--- config.mk ---
export PLATFORM = sky130hd
export DESIGN_NAME = rowseq_top
export DESIGN_NICKNAME = d
export VERILOG_FILES = /design/src/rtl/rowseq_pkg.sv /design/src/rtl/rowseq_ctrl.sv /design/src/rtl/rowseq_drive.sv /design/src/rtl/rowseq_top.sv
export SDC_FILE = /design/constraint.sdc
export NUM_CORES = 1
export LEC_CHECK = 0
export BUFFER_PORTS_ARGS = -buffer_cell sky130_fd_sc_hd__buf_2
export CAP_MARGIN = 0
export CORE_ASPECT_RATIO = 0.75
export CORE_MARGIN = 4
export CORE_UTILIZATION = 51
export DETAILED_ROUTE_END_ITERATION = 10
export PLACE_DENSITY = 0.91
export REMOVE_ABC_BUFFERS = 1
export SLEW_MARGIN = 15
export SYNTH_ARGS = -nofsm -noshare
export SYNTH_HDL_FRONTEND = slang
export SYNTH_HIERARCHICAL = 1
export SYNTH_SLANG_ARGS = --single-unit
export TNS_END_PERCENT = 30
--- constraint.sdc ---
create_clock -name clk -period 3.9 [get_ports clk]
set_input_delay 0.78 -clock clk [delete_from_list [all_inputs] [get_ports clk]]
set_output_delay 0.78 -clock clk [all_outputs]
set_load 0.02 [all_outputs]
--- src/rtl/rowseq_pkg.sv ---
package rowseq_pkg;
  typedef enum logic [3:0] {
    PH_IDLE, PH_SETUP, PH_CLK, PH_PREC, PH_GAP1,
    PH_SIG, PH_RST, PH_HOLD, PH_GAP2, PH_TRAIL
  } phase_t;
endpackage

--- src/rtl/rowseq_ctrl.sv ---
module rowseq_ctrl
  import rowseq_pkg::*;
#(
  parameter int CNT_W = 8,
  parameter int SU_CYC = 20
) (
  input  logic             clk,
  input  logic             rst_n,
  input  logic             start,
  input  logic             first_in,
  input  logic             roll_in,
  input  logic             black_in,
  input  logic [CNT_W-1:0] len_clk,
  input  logic [CNT_W-1:0] len_prec,
  input  logic [CNT_W-1:0] len_sig,
  input  logic [CNT_W-1:0] len_rst,
  input  logic [CNT_W-1:0] len_hold,
  output phase_t           phase,
  output logic             head,
  output logic             first_q,
  output logic             roll_q,
  output logic             black_q,
  output logic             done
);
  localparam int SU_W = $clog2(SU_CYC + 1);
  localparam int CW = (SU_W > CNT_W) ? SU_W : CNT_W;

  logic [CW-1:0] cnt;
  phase_t nxt;

  function automatic logic [CW-1:0] span(input phase_t ph);
    logic [CNT_W-1:0] v;
    case (ph)
      PH_SETUP: return CW'(SU_CYC);
      PH_CLK:   v = len_clk;
      PH_PREC:  v = len_prec;
      PH_SIG:   v = len_sig;
      PH_RST,
      PH_TRAIL: v = len_rst;
      PH_HOLD:  v = len_hold;
      default:  v = '0;
    endcase
    return (v == '0) ? CW'(1) : CW'(v);
  endfunction

  always_comb begin
    case (phase)
      PH_SETUP: nxt = PH_CLK;
      PH_CLK:   nxt = PH_PREC;
      PH_PREC:  nxt = PH_GAP1;
      PH_GAP1:  nxt = PH_SIG;
      PH_SIG:   nxt = PH_RST;
      PH_RST:   nxt = PH_HOLD;
      PH_HOLD:  nxt = PH_GAP2;
      PH_GAP2:  nxt = roll_q ? PH_TRAIL : PH_IDLE;
      default:  nxt = PH_IDLE;
    endcase
  end

  always_ff @(posedge clk or negedge rst_n) begin
    if (!rst_n) begin
      phase   <= PH_IDLE;
      cnt     <= '0;
      head    <= 1'b0;
      first_q <= 1'b0;
      roll_q  <= 1'b0;
      black_q <= 1'b0;
      done    <= 1'b0;
    end else begin
      done <= 1'b0;
      head <= 1'b0;
      if (phase == PH_IDLE) begin
        if (start) begin
          first_q <= first_in;
          roll_q  <= roll_in;
          black_q <= black_in;
          phase   <= first_in ? PH_SETUP : PH_CLK;
          cnt     <= span(first_in ? PH_SETUP : PH_CLK) - CW'(1);
          head    <= 1'b1;
        end
      end else if (cnt == '0) begin
        phase <= nxt;
        cnt   <= span(nxt) - CW'(1);
        head  <= (nxt != PH_IDLE);
        done  <= (nxt == PH_IDLE);
      end else begin
        cnt <= cnt - CW'(1);
      end
    end
  end

  p_done_single_r12: assert property (@(posedge clk) disable iff (!rst_n)
    done |=> !done);
  p_done_in_idle_r12: assert property (@(posedge clk) disable iff (!rst_n)
    done |-> phase == PH_IDLE);
  p_start_ignored_r1: assert property (@(posedge clk) disable iff (!rst_n)
    (phase != PH_IDLE && phase != PH_SETUP && start) |=> phase != PH_SETUP);
endmodule

--- src/rtl/rowseq_drive.sv ---
module rowseq_drive
  import rowseq_pkg::*;
(
  input  logic   clk,
  input  logic   rst_n,
  input  phase_t phase,
  input  logic   head,
  input  logic   first_q,
  input  logic   roll_q,
  input  logic   black_q,
  output logic   clk_l,
  output logic   clk_r,
  output logic   sync_l,
  output logic   sync_r,
  output logic   csync,
  output logic   prec,
  output logic   sel,
  output logic   hold_sig,
  output logic   hold_rst,
  output logic   prst,
  output logic   src_l,
  output logic   src_r
);
  logic busy;
  logic sync_on;

  assign busy    = (phase != PH_IDLE);
  assign sync_on = first_q && (phase == PH_SETUP || phase == PH_CLK);

  always_comb begin
    clk_l    = (phase == PH_CLK);
    clk_r    = clk_l;
    sync_l   = sync_on;
    sync_r   = sync_on;
    prec     = (phase == PH_PREC);
    csync    = prec && head;
    sel      = (phase == PH_SIG || phase == PH_RST || phase == PH_HOLD);
    hold_sig = (phase == PH_RST || phase == PH_HOLD || phase == PH_GAP2 || phase == PH_TRAIL);
    hold_rst = (phase == PH_HOLD || phase == PH_GAP2 || phase == PH_TRAIL);
    prst     = (phase == PH_RST) || (phase == PH_TRAIL) || (prec && black_q);
    if (!busy) begin
      src_l = 1'b1;
      src_r = 1'b0;
    end else if (roll_q) begin
      src_l = (phase != PH_TRAIL);
      src_r = (phase == PH_TRAIL);
    end else begin
      src_l = 1'b1;
      src_r = 1'b1;
    end
  end

  p_prec_sel_excl_r5: assert property (@(posedge clk) disable iff (!rst_n)
    !(prec && sel));
  p_prec_gap_r5: assert property (@(posedge clk) disable iff (!rst_n)
    $fell(prec) |-> !sel);
  p_sync_setup_r3: assert property (@(posedge clk) disable iff (!rst_n)
    ($rose(clk_l) && sync_l) |-> $past(sync_l));
  p_csync_in_prec_r4: assert property (@(posedge clk) disable iff (!rst_n)
    csync |-> prec);
  p_hold_order_r7: assert property (@(posedge clk) disable iff (!rst_n)
    hold_rst |-> hold_sig);
  p_src_compl_r9: assert property (@(posedge clk) disable iff (!rst_n)
    (busy && roll_q) |-> (src_l != src_r));
endmodule

--- src/rtl/rowseq_top.sv ---
module rowseq_top
  import rowseq_pkg::*;
#(
  parameter int CNT_W = 8,
  parameter int CLK_NS = 10,
  parameter int SETUP_NS = 200
) (
  input  logic             clk,
  input  logic             rst_n,
  input  logic             row_start,
  input  logic             frame_first,
  input  logic             roll_mode,
  input  logic             black_ref,
  input  logic [CNT_W-1:0] t_rowclk,
  input  logic [CNT_W-1:0] t_prech,
  input  logic [CNT_W-1:0] t_select,
  input  logic [CNT_W-1:0] t_reset,
  input  logic [CNT_W-1:0] t_hold,
  output logic             row_clk_l,
  output logic             row_clk_r,
  output logic             row_sync_l,
  output logic             row_sync_r,
  output logic             col_sync,
  output logic             prech,
  output logic             row_sel,
  output logic             samp_sig,
  output logic             samp_rst,
  output logic             pix_rst,
  output logic             rst_src_l,
  output logic             rst_src_r,
  output logic             row_done
);
  localparam int SU_CYC = (SETUP_NS + CLK_NS - 1) / CLK_NS;

  phase_t phase;
  logic   head, first_q, roll_q, black_q;

  rowseq_ctrl #(.CNT_W(CNT_W), .SU_CYC(SU_CYC)) u_ctrl (
    .clk(clk), .rst_n(rst_n), .start(row_start), .first_in(frame_first),
    .roll_in(roll_mode), .black_in(black_ref),
    .len_clk(t_rowclk), .len_prec(t_prech), .len_sig(t_select),
    .len_rst(t_reset), .len_hold(t_hold),
    .phase(phase), .head(head), .first_q(first_q), .roll_q(roll_q),
    .black_q(black_q), .done(row_done)
  );

  rowseq_drive u_drive (
    .clk(clk), .rst_n(rst_n), .phase(phase), .head(head), .first_q(first_q),
    .roll_q(roll_q), .black_q(black_q),
    .clk_l(row_clk_l), .clk_r(row_clk_r), .sync_l(row_sync_l), .sync_r(row_sync_r),
    .csync(col_sync), .prec(prech), .sel(row_sel), .hold_sig(samp_sig),
    .hold_rst(samp_rst), .prst(pix_rst), .src_l(rst_src_l), .src_r(rst_src_r)
  );

  p_done_idle_r12: assert property (@(posedge clk) disable iff (!rst_n)
    row_done |-> (!prech && !row_sel && !pix_rst && !row_clk_l && !samp_sig && rst_src_l && !rst_src_r));
endmodule

==> impl_metrics.py <==
metrics = {
    "status": {
        "outcome": "completed",
    },
    "place": {
        "place_area_um2": 2010,
        "dpl.hpwl_mm": 3.69,
        "gp_congestion": 0.946,
        "placed_cells": 297,
        "io_buffers": 58,
    },
    "route": {
        "drt-total-wl_mm": 4.85,
        "vias_per_cell": 6.34,
        "drtAntennaViolNets": 0,
        "vias": 1907,
        "drc": 0,
        "drt_iter0_markers": 156,
        "first_pass_iters": 5,
        "post_drt_wl_per_cell_um": 16.1,
    },
    "clock_network": {
        "cts-htree-levels": 1,
        "post_cts_resized": 0,
        "cts_num_sinks": 17,
        "clock_path_buffers": 2,
        "clk_latency_ns": 0.26,
        "cts_setup_buffers": 0,
        "path_clk_slew_ns": 0.07,
        "cts_root_buf": "clkbuf_8",
        "cts_hold_buf": 0,
        "cts_tree": "done",
        "cts_buffers": 3,
    },
    "layout": {
        "layout_common_cells": "58 x buf_2, 18 x nor2_1, 17 x dfrtp_1",
        "area_growth_pct": 18.2,
        "regArea_um2": 425,
        "nNetsFinal": 309,
        "final_area_um2": 2060,
        "multiInputGateArea_um2": 1200,
        "layout_commonest_cell": "buf_2",
        "fillers": 289,
        "stdcell_count": 301,
        "diodes": 0,
        "drive_above_1_share_pct": 30.7,
    },
    "grt": {
        "grt_usage_pct": 23.1,
        "antenna_found_initial": 0,
        "grt_pass1_vias": 1793,
        "grt_overflow": 0,
        "grt_pass1_wl_mm": 8.11,
        "grt_max_degree": 32,
    },
    "logic_synthesis": {
        "ys_seq_area_share_pct": 24.4,
        "synth.distinct_cells": 54,
        "synth_area_um2": 1740,
        "ys_ff_latch": 17,
        "syn_avg_cell_area_um2": 8.14,
        "synth_edf_count": 0,
        "async_flop_share_pct": 100,
        "syn-instance-count": 214,
        "yosys_warnings": 6,
        "dominantRegCellSynth": "dfrtp_1",
    },
    "timing": {
        "rsz0062_at_grt": "false",
        "setup_violations": 0,
        "worst_pin_slew_ns": 0.863,
        "timing.final.crit_share_pct": 88.3,
        "finalMaxSlewViolations": 0,
        "clock_skew_ns": 0.00282,
        "fin_crit_ns": 3.44,
        "hold_viol_final": 0,
        "max_clock_freq_ghz": 0.291,
        "fin_setup_tns_ns": 0,
        "relSlewSlack_pct": 42.4,
    },
    "floorplan": {
        "coreArea_um2": 3290,
        "core.rowCount": 18,
        "start_util_pct": 53.0,
        "die_width_um": 75.5,
        "io_pins": 59,
        "die_height_um": 58.6,
        "design.die.area_um2": 4420,
    },
    "critical_path": {
        "crit_arrival_ns": 3.57,
        "slowest_delay_ns": 0.70,
        "cp.required_ns": 4.03,
        "critPathLaunch": "u_ctrl/phase[1]$_DFFE_PN0P_",
        "crit_chain": "nor4b_1 -> nand2_1 -> a31o_2 -> o21ai_0 -> inv_1 -> ha_1 -> nor3b_1 -> o31a_1 -> a2bb2oi_1",
        "worst_setup_path_end_kind": "flop",
        "worst-path-max-fanout": 30,
        "r2r_slack_ns": 0.46,
        "rr_endpoint": "u_ctrl/cnt[4]$_DFFE_PN0P_",
        "crit_slowest_cell": "dfrtp_1",
        "r2r_start": "u_ctrl/phase[1]$_DFFE_PN0P_",
        "cp-endpoint": "u_ctrl/cnt[4]$_DFFE_PN0P_",
        "rr_worst_depth": 9,
        "startpoint_type": "flop",
        "crit_type": "flop to flop",
    },
    "pwr": {
        "p_int_uw": 695,
        "p_switching_uw": 662,
        "seqPwrFrac_pct": 30.0,
        "ir_drop_v": 0.000330,
        "powerDensity_nw_per_um2": 659,
        "swShare_pct": 48.8,
        "pwr-share-comb_pct": 60.2,
        "power.share.clock_pct": 9.8,
        "leakage_nw": 0.926,
    },
    "flow_run": {
        "cap_violations": 0,
    },
    "worst_hold_path": {
        "hold_class": "input pin to async pin",
    },
}
==> registers in the layout (all words and copies together) (netlist names) <==
name	flops
u_ctrl/cnt	8
u_ctrl/head	1
u_ctrl/black_q	1
u_ctrl/first_q	1
u_ctrl/done	1
u_ctrl/roll_q	1
u_ctrl/phase	4
==> synthesized netlist by cell type (3+ instances only) <==
master    count  share of area [%]
a211oi_1      3                1.3
a21oi_1      12                3.4
a221o_1       3                1.7
a22o_1        4                2.0
a31oi_1       4                1.4
buf_2         5                1.4
clkbuf_1      9                1.9
dfrtp_1      17                 24
inv_1         5                1.1
mux2_2        8                5.2
mux2i_1       5                2.9
nand2_1      15                3.2
nand3_1       3               0.86
nand3b_1      5                2.2
nor2_1       18                3.9
nor2b_1       6                2.2
nor3_1        6                1.7
nor3b_1       4                1.7
nor4_1        5                1.8
nor4b_1       3                1.5
nor4bb_1      8                4.6
o21ai_0      13                3.7
o31ai_1       6                2.6
or3_1         6                2.2
xnor2_1       3                1.5
==> metrics by stage <==
stage          power [mW]  setup WS [ns]  utilization, %  hold WS, ns
2_1_floorplan       0.968          0.812               -        0.460
3_3_place_gp         1.18          0.705            61.2        0.484
3_5_place_dp         1.20          0.557            61.2        0.488
4_1_cts              1.34          0.516            62.6        0.448
5_1_grt              1.47          0.205            62.6        0.469
6_report             1.36          0.458            62.6        0.438
==> final cells by class <==
type	instances	area share, %
timing repair buffer	62	15.6
clock buffer	3	2.01
multi-input combinational	173	58.2
sequential	17	20.7
clock inverter	1	0.243
inverter	5	0.912
tap	40	2.43
==> worst min path at each step <==
| stage | from | endpoint | slack (ns) | cells past startpoint |
|---|---|---|---|---|
| detailed placement | u_ctrl/first_q$_DFFE_PN0P_ | u_ctrl/first_q$_DFFE_PN0P_ | 0.49 | 1 |
| floorplan | u_ctrl/cnt[0]$_DFFE_PN0P_ | u_ctrl/cnt[0]$_DFFE_PN0P_ | 0.46 | 2 |
| finish | rst_n | u_ctrl/cnt[2]$_DFFE_PN0P_ | 0.44 | 1 |
| CTS | rst_n | u_ctrl/cnt[2]$_DFFE_PN0P_ | 0.45 | 1 |
| global route | rst_n | u_ctrl/cnt[2]$_DFFE_PN0P_ | 0.47 | 1 |
| global placement | u_ctrl/first_q$_DFFE_PN0P_ | u_ctrl/first_q$_DFFE_PN0P_ | 0.48 | 1 |
==> kinds of logic (layout without fill, tap and decap cells) <==
logic type,after synthesis,count (layout),share of synthesized area (%)
and+or+nand+nor,90,90,31.3
AOI/OAI and AO/OA,66,66,27.2
buffers and inverters,24,71,6.82
xor gates and xnor gates,3,3,1.51
DFF,17,17,24.4
adders and majority gates,1,1,0.718
muxes,13,13,8.05
==> metal layers <==
metal	part of all wire (%)	vias up	wire [um]	global-route usage, %
met5	0	-	0	0
met4	1.6	0	79	5.99
met3	10	10	498	5.63
met2	44	109	2160	36.5
met1	44	874	2120	31.6
li1	-	914	-	-
==> power by group through the flow <==
stage / clock network (mW) / logic [mW] / registers [mW]
3_3_place_gp: 0 / 0.778 / 0.401
4_1_cts: 0.137 / 0.801 / 0.401
5_1_grt: 0.142 / 0.902 / 0.428
3_5_place_dp: 0 / 0.796 / 0.405
6_report: 0.133 / 0.816 / 0.407
2_1_floorplan: 0 / 0.594 / 0.374
==> worst max-delay path: cells and delay by family (launching register included) <==
kind            cells  cell delay (ns)
buf+inv             1             0.14
compound gates      4             1.16
flops               1             0.70
simple gates        3             1.07
fa+ha+maj           1             0.24
(Power assumes the default switching activity.)
